<file path="src/rtl/tcs_pkg.sv">
package tcs_pkg;

  typedef enum logic [1:0] {
    OP_ENABLE   = 2'd0,
    OP_DISABLE  = 2'd1,
    OP_PAUSE    = 2'd2,
    OP_TEARDOWN = 2'd3
  } chan_op_e;

  typedef enum logic [1:0] {
    ST_OFF     = 2'd0,
    ST_ON      = 2'd1,
    ST_DRAIN_P = 2'd2,
    ST_DRAIN_T = 2'd3
  } chan_st_e;

endpackage

</file>
<file path="src/rtl/tcs_chan_fsm.sv">
module tcs_chan_fsm
  import tcs_pkg::*;
(
  input  logic       clk,
  input  logic       rst_n,
  input  logic       cmd_hit,
  input  logic [1:0] cmd_op,
  input  logic       granted,
  input  logic       eop_here,
  input  logic       qpend,
  output logic       elig,
  output logic       td_done
);

  chan_st_e st_q, st_d;
  logic     td_d;
  chan_op_e op;

  assign op = chan_op_e'(cmd_op);

  always_comb begin
    st_d = st_q;
    td_d = 1'b0;
    if (cmd_hit) begin
      unique case (op)
        OP_ENABLE:  if (st_q != ST_DRAIN_T) st_d = ST_ON;
        OP_DISABLE: st_d = ST_OFF;
        OP_PAUSE:   if (st_q == ST_ON || st_q == ST_DRAIN_P)
                      st_d = granted ? ST_DRAIN_P : ST_OFF;
        OP_TEARDOWN: if (st_q != ST_DRAIN_T) begin
                      if (granted) st_d = ST_DRAIN_T;
                      else begin
                        st_d = ST_OFF;
                        td_d = 1'b1;
                      end
                    end
        default: st_d = st_q;
      endcase
    end
    if (eop_here) begin
      if (st_d == ST_DRAIN_P) st_d = ST_OFF;
      else if (st_d == ST_DRAIN_T) begin
        st_d = ST_OFF;
        td_d = 1'b1;
      end
    end
  end

  always_ff @(posedge clk or negedge rst_n) begin
    if (!rst_n) begin
      st_q    <= ST_OFF;
      td_done <= 1'b0;
    end else begin
      st_q    <= st_d;
      td_done <= td_d;
    end
  end

  assign elig = qpend && (st_q == ST_ON);


  dis_off_chk: assert property (@(posedge clk) disable iff (!rst_n)
    (cmd_hit && op == OP_DISABLE) |=> (st_q == ST_OFF));


  td_off_chk: assert property (@(posedge clk) disable iff (!rst_n)
    td_done |-> (st_q == ST_OFF));


  tear_hold_chk: assert property (@(posedge clk) disable iff (!rst_n)
    (st_q == ST_DRAIN_T && !eop_here && !(cmd_hit && op == OP_DISABLE))
      |=> (st_q == ST_DRAIN_T));

endmodule

</file>
<file path="src/rtl/tcs_prio_arb.sv">
module tcs_prio_arb #(
  parameter int unsigned NCH   = 8,
  parameter int unsigned LVL_W = 2,
  localparam int unsigned IW    = (NCH > 1) ? $clog2(NCH) : 1,
  localparam int unsigned N_LVL = 1 << LVL_W
) (
  input  logic                   clk,
  input  logic                   rst_n,
  input  logic [NCH-1:0]         elig,
  input  logic [NCH*LVL_W-1:0]   prio,
  input  logic                   upd,
  input  logic [IW-1:0]          upd_idx,
  input  logic [LVL_W-1:0]       upd_lvl,
  output logic                   win_valid,
  output logic [IW-1:0]          win_idx,
  output logic [LVL_W-1:0]       win_lvl
);

  logic [IW-1:0]    rr_q     [N_LVL];
  logic [N_LVL-1:0] lvl_any;
  logic [IW-1:0]    lvl_pick [N_LVL];

  for (genvar gl = 0; gl < N_LVL; gl++) begin : g_lvl
    logic [NCH-1:0] mask;
    logic           any;
    logic [IW-1:0]  pick;

    always_comb begin
      for (int i = 0; i < NCH; i++)
        mask[i] = elig[i] && (prio[i*LVL_W +: LVL_W] == LVL_W'(gl));
    end

    always_comb begin
      any  = 1'b0;
      pick = '0;
      for (int k = NCH; k >= 1; k--) begin
        if (mask[(int'(rr_q[gl]) + k) % NCH]) begin
          any  = 1'b1;
          pick = IW'((int'(rr_q[gl]) + k) % NCH);
        end
      end
    end

    assign lvl_any[gl]  = any;
    assign lvl_pick[gl] = pick;
  end

  always_comb begin
    win_valid = 1'b0;
    win_idx   = '0;
    win_lvl   = '0;
    for (int l = 0; l < N_LVL; l++) begin
      if (lvl_any[l]) begin
        win_valid = 1'b1;
        win_idx   = lvl_pick[l];
        win_lvl   = LVL_W'(l);
      end
    end
  end

  always_ff @(posedge clk or negedge rst_n) begin
    if (!rst_n) begin
      for (int l = 0; l < N_LVL; l++) rr_q[l] <= IW'(NCH - 1);
    end else if (upd) begin
      rr_q[upd_lvl] <= upd_idx;
    end
  end

  logic hi_seen;
  always_comb begin
    hi_seen = 1'b0;
    for (int i = 0; i < NCH; i++)
      if (elig[i] && prio[i*LVL_W +: LVL_W] > win_lvl) hi_seen = 1'b1;
  end


  win_elig_chk: assert property (@(posedge clk) disable iff (!rst_n)
    win_valid |-> elig[win_idx]);


  win_top_chk: assert property (@(posedge clk) disable iff (!rst_n)
    win_valid |-> !hi_seen);


  idle_none_chk: assert property (@(posedge clk) disable iff (!rst_n)
    (elig == '0) |-> !win_valid);

endmodule

</file>
<file path="src/rtl/tcs_stream_mux.sv">
module tcs_stream_mux #(
  parameter int unsigned NCH = 8,
  parameter int unsigned DW  = 128,
  localparam int unsigned IW = (NCH > 1) ? $clog2(NCH) : 1
) (
  input  logic              busy,
  input  logic [IW-1:0]     gnt,
  input  logic [NCH*DW-1:0] in_data,
  input  logic [NCH-1:0]    in_valid,
  input  logic [NCH-1:0]    in_last,
  output logic [NCH-1:0]    in_ready,
  output logic [DW-1:0]     out_data,
  output logic              out_valid,
  output logic              out_last,
  input  logic              out_ready
);

  always_comb begin
    out_data  = in_data[gnt*DW +: DW];
    out_valid = busy && in_valid[gnt];
    out_last  = in_last[gnt];
    in_ready  = '0;
    if (busy) in_ready[gnt] = out_ready;
  end

endmodule

</file>
<file path="src/rtl/tx_chan_sched.sv">
module tx_chan_sched
  import tcs_pkg::*;
#(
  parameter int unsigned NCH   = 8,
  parameter int unsigned DW    = 128,
  parameter int unsigned LVL_W = 2,
  localparam int unsigned IW   = (NCH > 1) ? $clog2(NCH) : 1
) (
  input  logic                 clk,
  input  logic                 rst_n,
  input  logic [NCH-1:0]       qpend,
  input  logic [NCH*LVL_W-1:0] chan_prio,
  input  logic                 cmd_valid,
  input  logic [IW-1:0]        cmd_chan,
  input  logic [1:0]           cmd_op,
  input  logic [NCH*DW-1:0]    in_data,
  input  logic [NCH-1:0]       in_valid,
  input  logic [NCH-1:0]       in_last,
  output logic [NCH-1:0]       in_ready,
  output logic [DW-1:0]        out_data,
  output logic                 out_valid,
  output logic                 out_last,
  output logic [IW-1:0]        out_chan,
  input  logic                 out_ready,
  output logic [NCH-1:0]       td_done
);

  logic             busy_q;
  logic [IW-1:0]    gnt_q;
  logic [LVL_W-1:0] glvl_q;
  logic [NCH-1:0]   elig;
  logic             win_valid;
  logic [IW-1:0]    win_idx;
  logic [LVL_W-1:0] win_lvl;
  logic             eop, kill, grant_ok;

  for (genvar c = 0; c < NCH; c++) begin : g_ch
    tcs_chan_fsm u_fsm (
      .clk      (clk),
      .rst_n    (rst_n),
      .cmd_hit  (cmd_valid && cmd_chan == IW'(c)),
      .cmd_op   (cmd_op),
      .granted  (busy_q && gnt_q == IW'(c)),
      .eop_here (eop && gnt_q == IW'(c)),
      .qpend    (qpend[c]),
      .elig     (elig[c]),
      .td_done  (td_done[c])
    );
  end

  tcs_prio_arb #(.NCH(NCH), .LVL_W(LVL_W)) u_arb (
    .clk       (clk),
    .rst_n     (rst_n),
    .elig      (elig),
    .prio      (chan_prio),
    .upd       (eop),
    .upd_idx   (gnt_q),
    .upd_lvl   (glvl_q),
    .win_valid (win_valid),
    .win_idx   (win_idx),
    .win_lvl   (win_lvl)
  );

  tcs_stream_mux #(.NCH(NCH), .DW(DW)) u_mux (
    .busy      (busy_q),
    .gnt       (gnt_q),
    .in_data   (in_data),
    .in_valid  (in_valid),
    .in_last   (in_last),
    .in_ready  (in_ready),
    .out_data  (out_data),
    .out_valid (out_valid),
    .out_last  (out_last),
    .out_ready (out_ready)
  );

  assign eop      = out_valid && out_ready && out_last;
  assign kill     = busy_q && cmd_valid && cmd_chan == gnt_q
                    && chan_op_e'(cmd_op) == OP_DISABLE;
  assign grant_ok = !busy_q && win_valid && !(cmd_valid && cmd_chan == win_idx);
  assign out_chan = gnt_q;

  always_ff @(posedge clk or negedge rst_n) begin
    if (!rst_n) begin
      busy_q <= 1'b0;
      gnt_q  <= '0;
      glvl_q <= '0;
    end else if (busy_q) begin
      if (eop || kill) busy_q <= 1'b0;
    end else if (grant_ok) begin
      busy_q <= 1'b1;
      gnt_q  <= win_idx;
      glvl_q <= win_lvl;
    end
  end


  hold_gnt_chk: assert property (@(posedge clk) disable iff (!rst_n)
    (busy_q && !eop && !kill) |=> (busy_q && $stable(gnt_q)));


  gap_after_eop_chk: assert property (@(posedge clk) disable iff (!rst_n)
    eop |=> !busy_q);


  rdy_onehot_chk: assert property (@(posedge clk) disable iff (!rst_n)
    $onehot0(in_ready));


  rdy_busy_chk: assert property (@(posedge clk) disable iff (!rst_n)
    (|in_ready) |-> (busy_q && out_ready));


  kill_drop_chk: assert property (@(posedge clk) disable iff (!rst_n)
    kill |=> !busy_q);


  race_block_chk: assert property (@(posedge clk) disable iff (!rst_n)
    (!busy_q && cmd_valid && win_valid && cmd_chan == win_idx) |=> !busy_q);

endmodule

</file>
<file path="config.mk">
export PLATFORM = sky130hd
export DESIGN_NAME = tx_chan_sched
export DESIGN_NICKNAME = d
export VERILOG_FILES = /design/src/rtl/tcs_pkg.sv /design/src/rtl/tcs_chan_fsm.sv /design/src/rtl/tcs_prio_arb.sv /design/src/rtl/tcs_stream_mux.sv /design/src/rtl/tx_chan_sched.sv
export SDC_FILE = /design/constraint.sdc
export NUM_CORES = 1
export LEC_CHECK = 0
export BUFFER_PORTS_ARGS = -buffer_cell sky130_fd_sc_hd__buf_2
export CORE_AREA = 3 3 474 476
export DETAILED_ROUTE_END_ITERATION = 10
export DIE_AREA = 0 0 477 479
export HOLD_SLACK_MARGIN = 0.08
export SKIP_LAST_GASP = 1
export SYNTH_ARGS = -nofsm -noshare
export SYNTH_HDL_FRONTEND = slang
export SYNTH_SLANG_ARGS = --single-unit
</file>
<file path="constraint.sdc">
create_clock -name clk -period 11.15 [get_ports clk]
set_input_delay 1.6725 -clock clk [delete_from_list [all_inputs] [get_ports clk]]
set_output_delay 1.6725 -clock clk [all_outputs]
set_load 0.1 [all_outputs]
</file>
Word-level counts from Yosys, hierarchy flattened
Index checks and enable logic that the tools add are counted.
{"block": "op_classes", "n_addsub": 32, "multipliers": 0, "div_mod_pow": 0, "n_lt_le_gt_ge": 36, "eq_ne": 83, "shift": 1, "n_mux": 288, "bitwise": 3, "n_reduce_logical": 98}
{"cell": "$shiftx A1024 B11 Y128", "count": 1}
{"cell": "$mux W2", "count": 74}
{"cell": "$lt A3 B4 Y1 const B", "count": 33}
{"cell": "$mux W1", "count": 131}
{"cell": "$mux W3", "count": 37}
{"cell": "$bmux W1 S3", "count": 34}
{"cell": "$eq A2 B2 Y1 const B", "count": 42}
{"cell": "$logic_and A1 B1 Y1", "count": 75}
{"cell": "$pmux W2 S4", "count": 8}
{"cell": "$add A3 B3 Y3 const B", "count": 16}
{"cell": "$eq A2 B1 Y1 const B", "count": 17}
{"cell": "$add A3 B1 Y3 const B", "count": 8}
{"cell": "$add A3 B2 Y3 const B", "count": 8}
{"cell": "$eq A3 B3 Y1 const B", "count": 8}
{"cell": "$logic_not A2 Y1", "count": 9}
{"cell": "$ne A2 B2 Y1 const B", "count": 8}
{"cell": "$bwmux W12", "count": 1}
{"cell": "$eq A3 B2 Y1 const B", "count": 4}
{"cell": "$logic_or A1 B1 Y1", "count": 9}
{"cell": "$and A8 B8 Y8", "count": 1}
{"cell": "$mux W8", "count": 1}
{"cell": "$demux W3 S2", "count": 1}
{"cell": "$eq A3 B1 Y1 const B", "count": 2}
{"cell": "$eq A3 B3 Y1", "count": 2}
{"cell": "other kinds (9)", "count": 11}
{"block": "word_totals", "register_bits": 42, "latchBits": 0, "ram_bits": 0, "romBits": 0, "wordCells": 564, "n_memories": 0}

Depth between registers and ports, before layout
{"block": "depth", "word_depth": 23, "ltp_mapped": 16}

By module
A second synthesis with hierarchy kept.
{"block": "unflattened", "cells_unflattened": 1574, "hier_area_um2": 15501.1}
{"module": "tcs_stream_mux", "n_inst": 1, "cells_each": 707, "area_per_inst_um2": 7978.9, "seq_area_each_um2": 0.0}
{"module": "tcs_prio_arb", "n_inst": 1, "cells_each": 560, "area_per_inst_um2": 4849.7, "seq_area_each_um2": 315.3}
{"module": "tcs_chan_fsm", "n_inst": 8, "cells_each": 29, "area_per_inst_um2": 262.8, "seq_area_each_um2": 75.1}
{"module": "tx_chan_sched", "n_inst": 1, "cells_each": 75, "area_per_inst_um2": 570.5, "seq_area_each_um2": 150.1}

Least setup slack after synthesis
No wires, ideal clock.
{"block": "synth_path", "path_kind": "input -> output", "from": "input in_valid[5]", "to": "output out_valid", "t_arrival_ns": 3.320, "required_ns": 9.477, "setup_slack_ns": 6.157, "cell_stages": 3, "path_buffers": 0, "path_cell_list": "mux4_2 > mux2i_1 > nor2b_1"}
{"block": "synth_between", "elab_chain_len": 3}
{"element": "start, declared", "line": "tx_chan_sched.sv:17", "source": "input logic [NCH-1:0] in_valid,"}
{"element": "$bmux W1 S3", "line": "tcs_stream_mux.sv:20", "source": "out_valid = busy && in_valid[gnt];"}
{"element": "$mux W1 (implied by the code)", "line": "tcs_stream_mux.sv:20"}
{"element": "$logic_and A1 B1 Y1", "line": "tcs_stream_mux.sv:20"}
{"element": "end, declared", "line": "tx_chan_sched.sv:21", "source": "output logic out_valid,"}
No other way between the ends. The select of a mux whose other input is x is not followed.

Worst setup path in the final report
{"block": "layout_path", "from": "register gnt_q[0], in the netlist out_chan[0]", "to": "output out_data[78]"}
{"block": "layout_between", "elab_chain_len": 1}
{"element": "start, declared", "line": "tx_chan_sched.sv:29", "source": "logic [IW-1:0] gnt_q;"}
{"element": "start signal, assigned", "line": "tx_chan_sched.sv:92", "source": "gnt_q <= win_idx;"}
{"element": "$shiftx A1024 B11 Y128", "line": "tcs_stream_mux.sv:19", "source": "out_data = in_data[gnt*DW +: DW];"}
{"element": "end, declared", "line": "tx_chan_sched.sv:20", "source": "output logic [DW-1:0] out_data,"}
No other way between the ends.

==> run_results.csv <==
group,metric,value,unit
timing,skew,0.00379,ns
finish,area_growth,69.7,%
timing,finalSetupTns,0,ns
logic_synthesis,yosysUniqueCellTypes,86,
timing,rsz0062_at_grt,"false",
timing,relSlewSlack,28.9,%
die,core,0.221,mm^2
worst_setup_path,max_stage_delay,0.94,ns
place,dp.cells,5392,
worst_setup_path,crit_fanout,43,
route,drt_iter0_drc,1700,
timing,slew_violations,0,
timing,final-hold-violation-count,0,
global_routing,antenna_found_initial,296,
logic_synthesis,syn_area_per_cell,10.9,um^2
clocking,cts_sinks,42,
global_routing,grt_pass1_wl,264000,um
global_routing,grt_max_degree,100,
clocking,clock_latency,0.29,ns
clocking,postCtsSetupBuffers,0,
timing,finalSetupViolCount,0,
status,status,"finished clean",
logic_synthesis,ys_warn_count,0,
power,ir_worst_vdd,275,uV
place,gp_congestion,1.04,
finish,final_area,0.0242,mm^2
route,wire_per_inst,40.5,um
timing,fin_crit_sh,55.0,%
route,wl,224000,um
route,via_per_inst,3.61,
global_routing,grt_pass1_vias,19313,
worst_setup_path,rrSetupSlack,5.97,ns
finish,regArea,0.00108,mm^2
logic_synthesis,ys_ff_latch,42,
clocking,post_cts_resized,0,
timing,worstMarginPinSlew,1.07,ns
logic_synthesis,synth_nets,2413,
logic_synthesis,syn-cell-area,0.0143,mm^2
logic_synthesis,synth_flop_cell,"dfrtp_1",
worst_hold_path,hold_path_class,"reg2reg",
route,drc,0,
worst_setup_path,cp-start-kind,"flop",
clocking,cts_max_level,2,
finish,instances_no_fill,5526,
finish,finish.utilization,10.9,%
route,vias,19948,
clocking,root_buffer,"clkbuf_16",
finish,fill_cells,25729,
place,dp_hpwl,208000,um
die,initial_core_util,6.45,%
logic_synthesis,syn_inst,1308,
die,die_area,0.228,mm^2
logic_synthesis,ys_async_sr_fraction,100,%
global_routing,track_usage,18.6,%
clocking,ctsHoldBuffers,0,
place,placed_area,0.0237,mm^2
clocking,cts_buffers,5,
worst_setup_path,crit_top_cell,"buf_4",
power,powerDensity,366,mW/mm^2
clocking,cts.clk_slew.worst_paths,0.07,ns
worst_setup_path,slowest_stage,"dfrtp_4",
die,die_y,479,um
worst_setup_path,crit_required,9.48,ns
finish,nets,3529,
finish,drive_above_1_share,70.8,%
power,leakage,0.00948,uW
die,die_w,477,um
logic_synthesis,seq_area_frac_synth,7.47,%
finish,multi_input_area,0.0126,mm^2
run,drv_cap,0,
route,ant_nets,0,
worst_setup_path,crit_arrival,4.46,ns
worst_setup_path,worstSetupEndpointType,"output pin",
power,power,8860,uW
route,firstDrtPassIters,7,
clocking,clk_path_buf_depth,2,
global_routing,grt_overflow_total,0,
timing,fmax,0.163,GHz
place,io_buffers,1221,
clocking,cts_tree,"done",
timing,period_minus_slack,6.13,ns
die,io_pins,1222,
logic_synthesis,synth-edff-count,0,
worst_setup_path,crit_chain,"buf_4 -> buf_4 -> mux4_2 -> mux2_2 -> buf_2",
die,rows,173,
worst_setup_path,path_class,"reg2out",
area by class of cell:
class | count | share of cell area, %
multi-input cells | 1116 | 52.0
repair buffers | 1233 | 25.7
well taps | 2975 | 15.4
flip-flops and latches | 42 | 4.45
diodes | 126 | 1.30
clock buffers | 5 | 0.516
inverters | 26 | 0.403
clock inverters | 3 | 0.284
per-stage QoR:
step | setup WS, ns | hold slack [ns]
4_1_cts | 4.87 | 0.601
3_3_place_gp | 5.25 | 0.584
5_1_grt | 4.72 | 0.632
6_report | 5.02 | 0.617
3_5_place_dp | 5.19 | 0.580
2_1_floorplan | 6.16 | 0.542
cell usage after synthesis, types with 22 or more instances:
cell type	count	area (um^2)
nand2b_1	27	169
nand2_1	76	285
nor3_1	27	135
mux4_2	284	6400
dfrtp_1	30	751
o22ai_1	29	181
a21oi_1	55	275
mux2_2	144	1620
ha_1	32	400
buf_1	37	139
o21ai_0	50	250
mux2i_1	26	260
clkbuf_1	68	255
nor2_1	83	312
inv_1	22	82.6
worst max-delay path, delay by kind of cell, from the launching register on:
kind,cells,cell delay [ns]
flops,1,0.94
buf+inv,3,1.92
mux,2,1.08
path summary, 6_finish.rpt:
kind                                from               endpoint  cells past startpoint
setup / recovery             out_chan[0]           out_data[78]                      5
hold / removal                 glvl_q[0]              glvl_q[0]                      1
setup reg to reg           u_arb.rr_q[1]            out_chan[0]                     13
hold reg to reg                glvl_q[0]              glvl_q[0]                      1
max in group asynchronous          rst_n            out_chan[2]                      1
min in group asynchronous          rst_n  g_ch[3].u_fsm.td_done                      1
per-layer routing:
| layer | share of wire (%) | up-vias | GRT usage (%) |
|---|---|---|---|
| li1 | - | 7846 | - |
| met2 | 51 | 1514 | 33.9 |
| met5 | 0.33 | - | 0 |
| met3 | 10 | 525 | 7.26 |
| met4 | 4.6 | 112 | 7.28 |
| met1 | 34 | 9951 | 19.0 |
power breakdown:
group / switching, uW / internal [uW] / leakage (uW) / total, uW
Sequential: 249 / 217 / 0.000503 / 466
Clock: 70.5 / 129 / 0.0000948 / 200
Combinational: 6080 / 2120 / 0.00888 / 8200
Total: 6400 / 2460 / 0.00948 / 8860
sequential cells by signal (all words and copies together), names as in the netlist:
register,count
out_chan,3
busy_q,1
glvl_q,2
g_ch.u_fsm.st_q,16
u_arb.rr_q,12
g_ch.u_fsm.td_done,8
placed cells by master (no fill, tap or decap), types with 12 or more instances in the layout:
master    netlist  layout
buf_2           9    1221
mux4_2        284     284
mux2_2        144     144
diode_2         0     126
nor2_1         83      83
nand2_1        76      76
a21oi_1        55      55
o21ai_0        50      50
ha_1           32      32
o22ai_1        29      29
nand2b_1       27      27
nor3_1         27      27
dfrtp_1        30      27
mux2i_1        26      26
inv_1          22      22
nand3_1        19      19
nand4_1        18      18
nand4b_1       17      17
nor2b_1        15      15
and2_1         14      14
xor2_1         14      14
dfstp_2        12      12
kinds of logic after synthesis:
logic type / after synthesis / share of synthesized area, %
multiplexers: 461 / 58.7
buffers and inverters: 150 / 4.28
AND/OR/NAND/NOR: 358 / 13.9
AO/OA/AOI/OAI: 246 / 11.7
adder cells (fa/ha/maj): 32 / 2.80
XOR/XNOR: 19 / 1.17
flip-flops: 42 / 7.47
(Power assumes the default switching activity.)
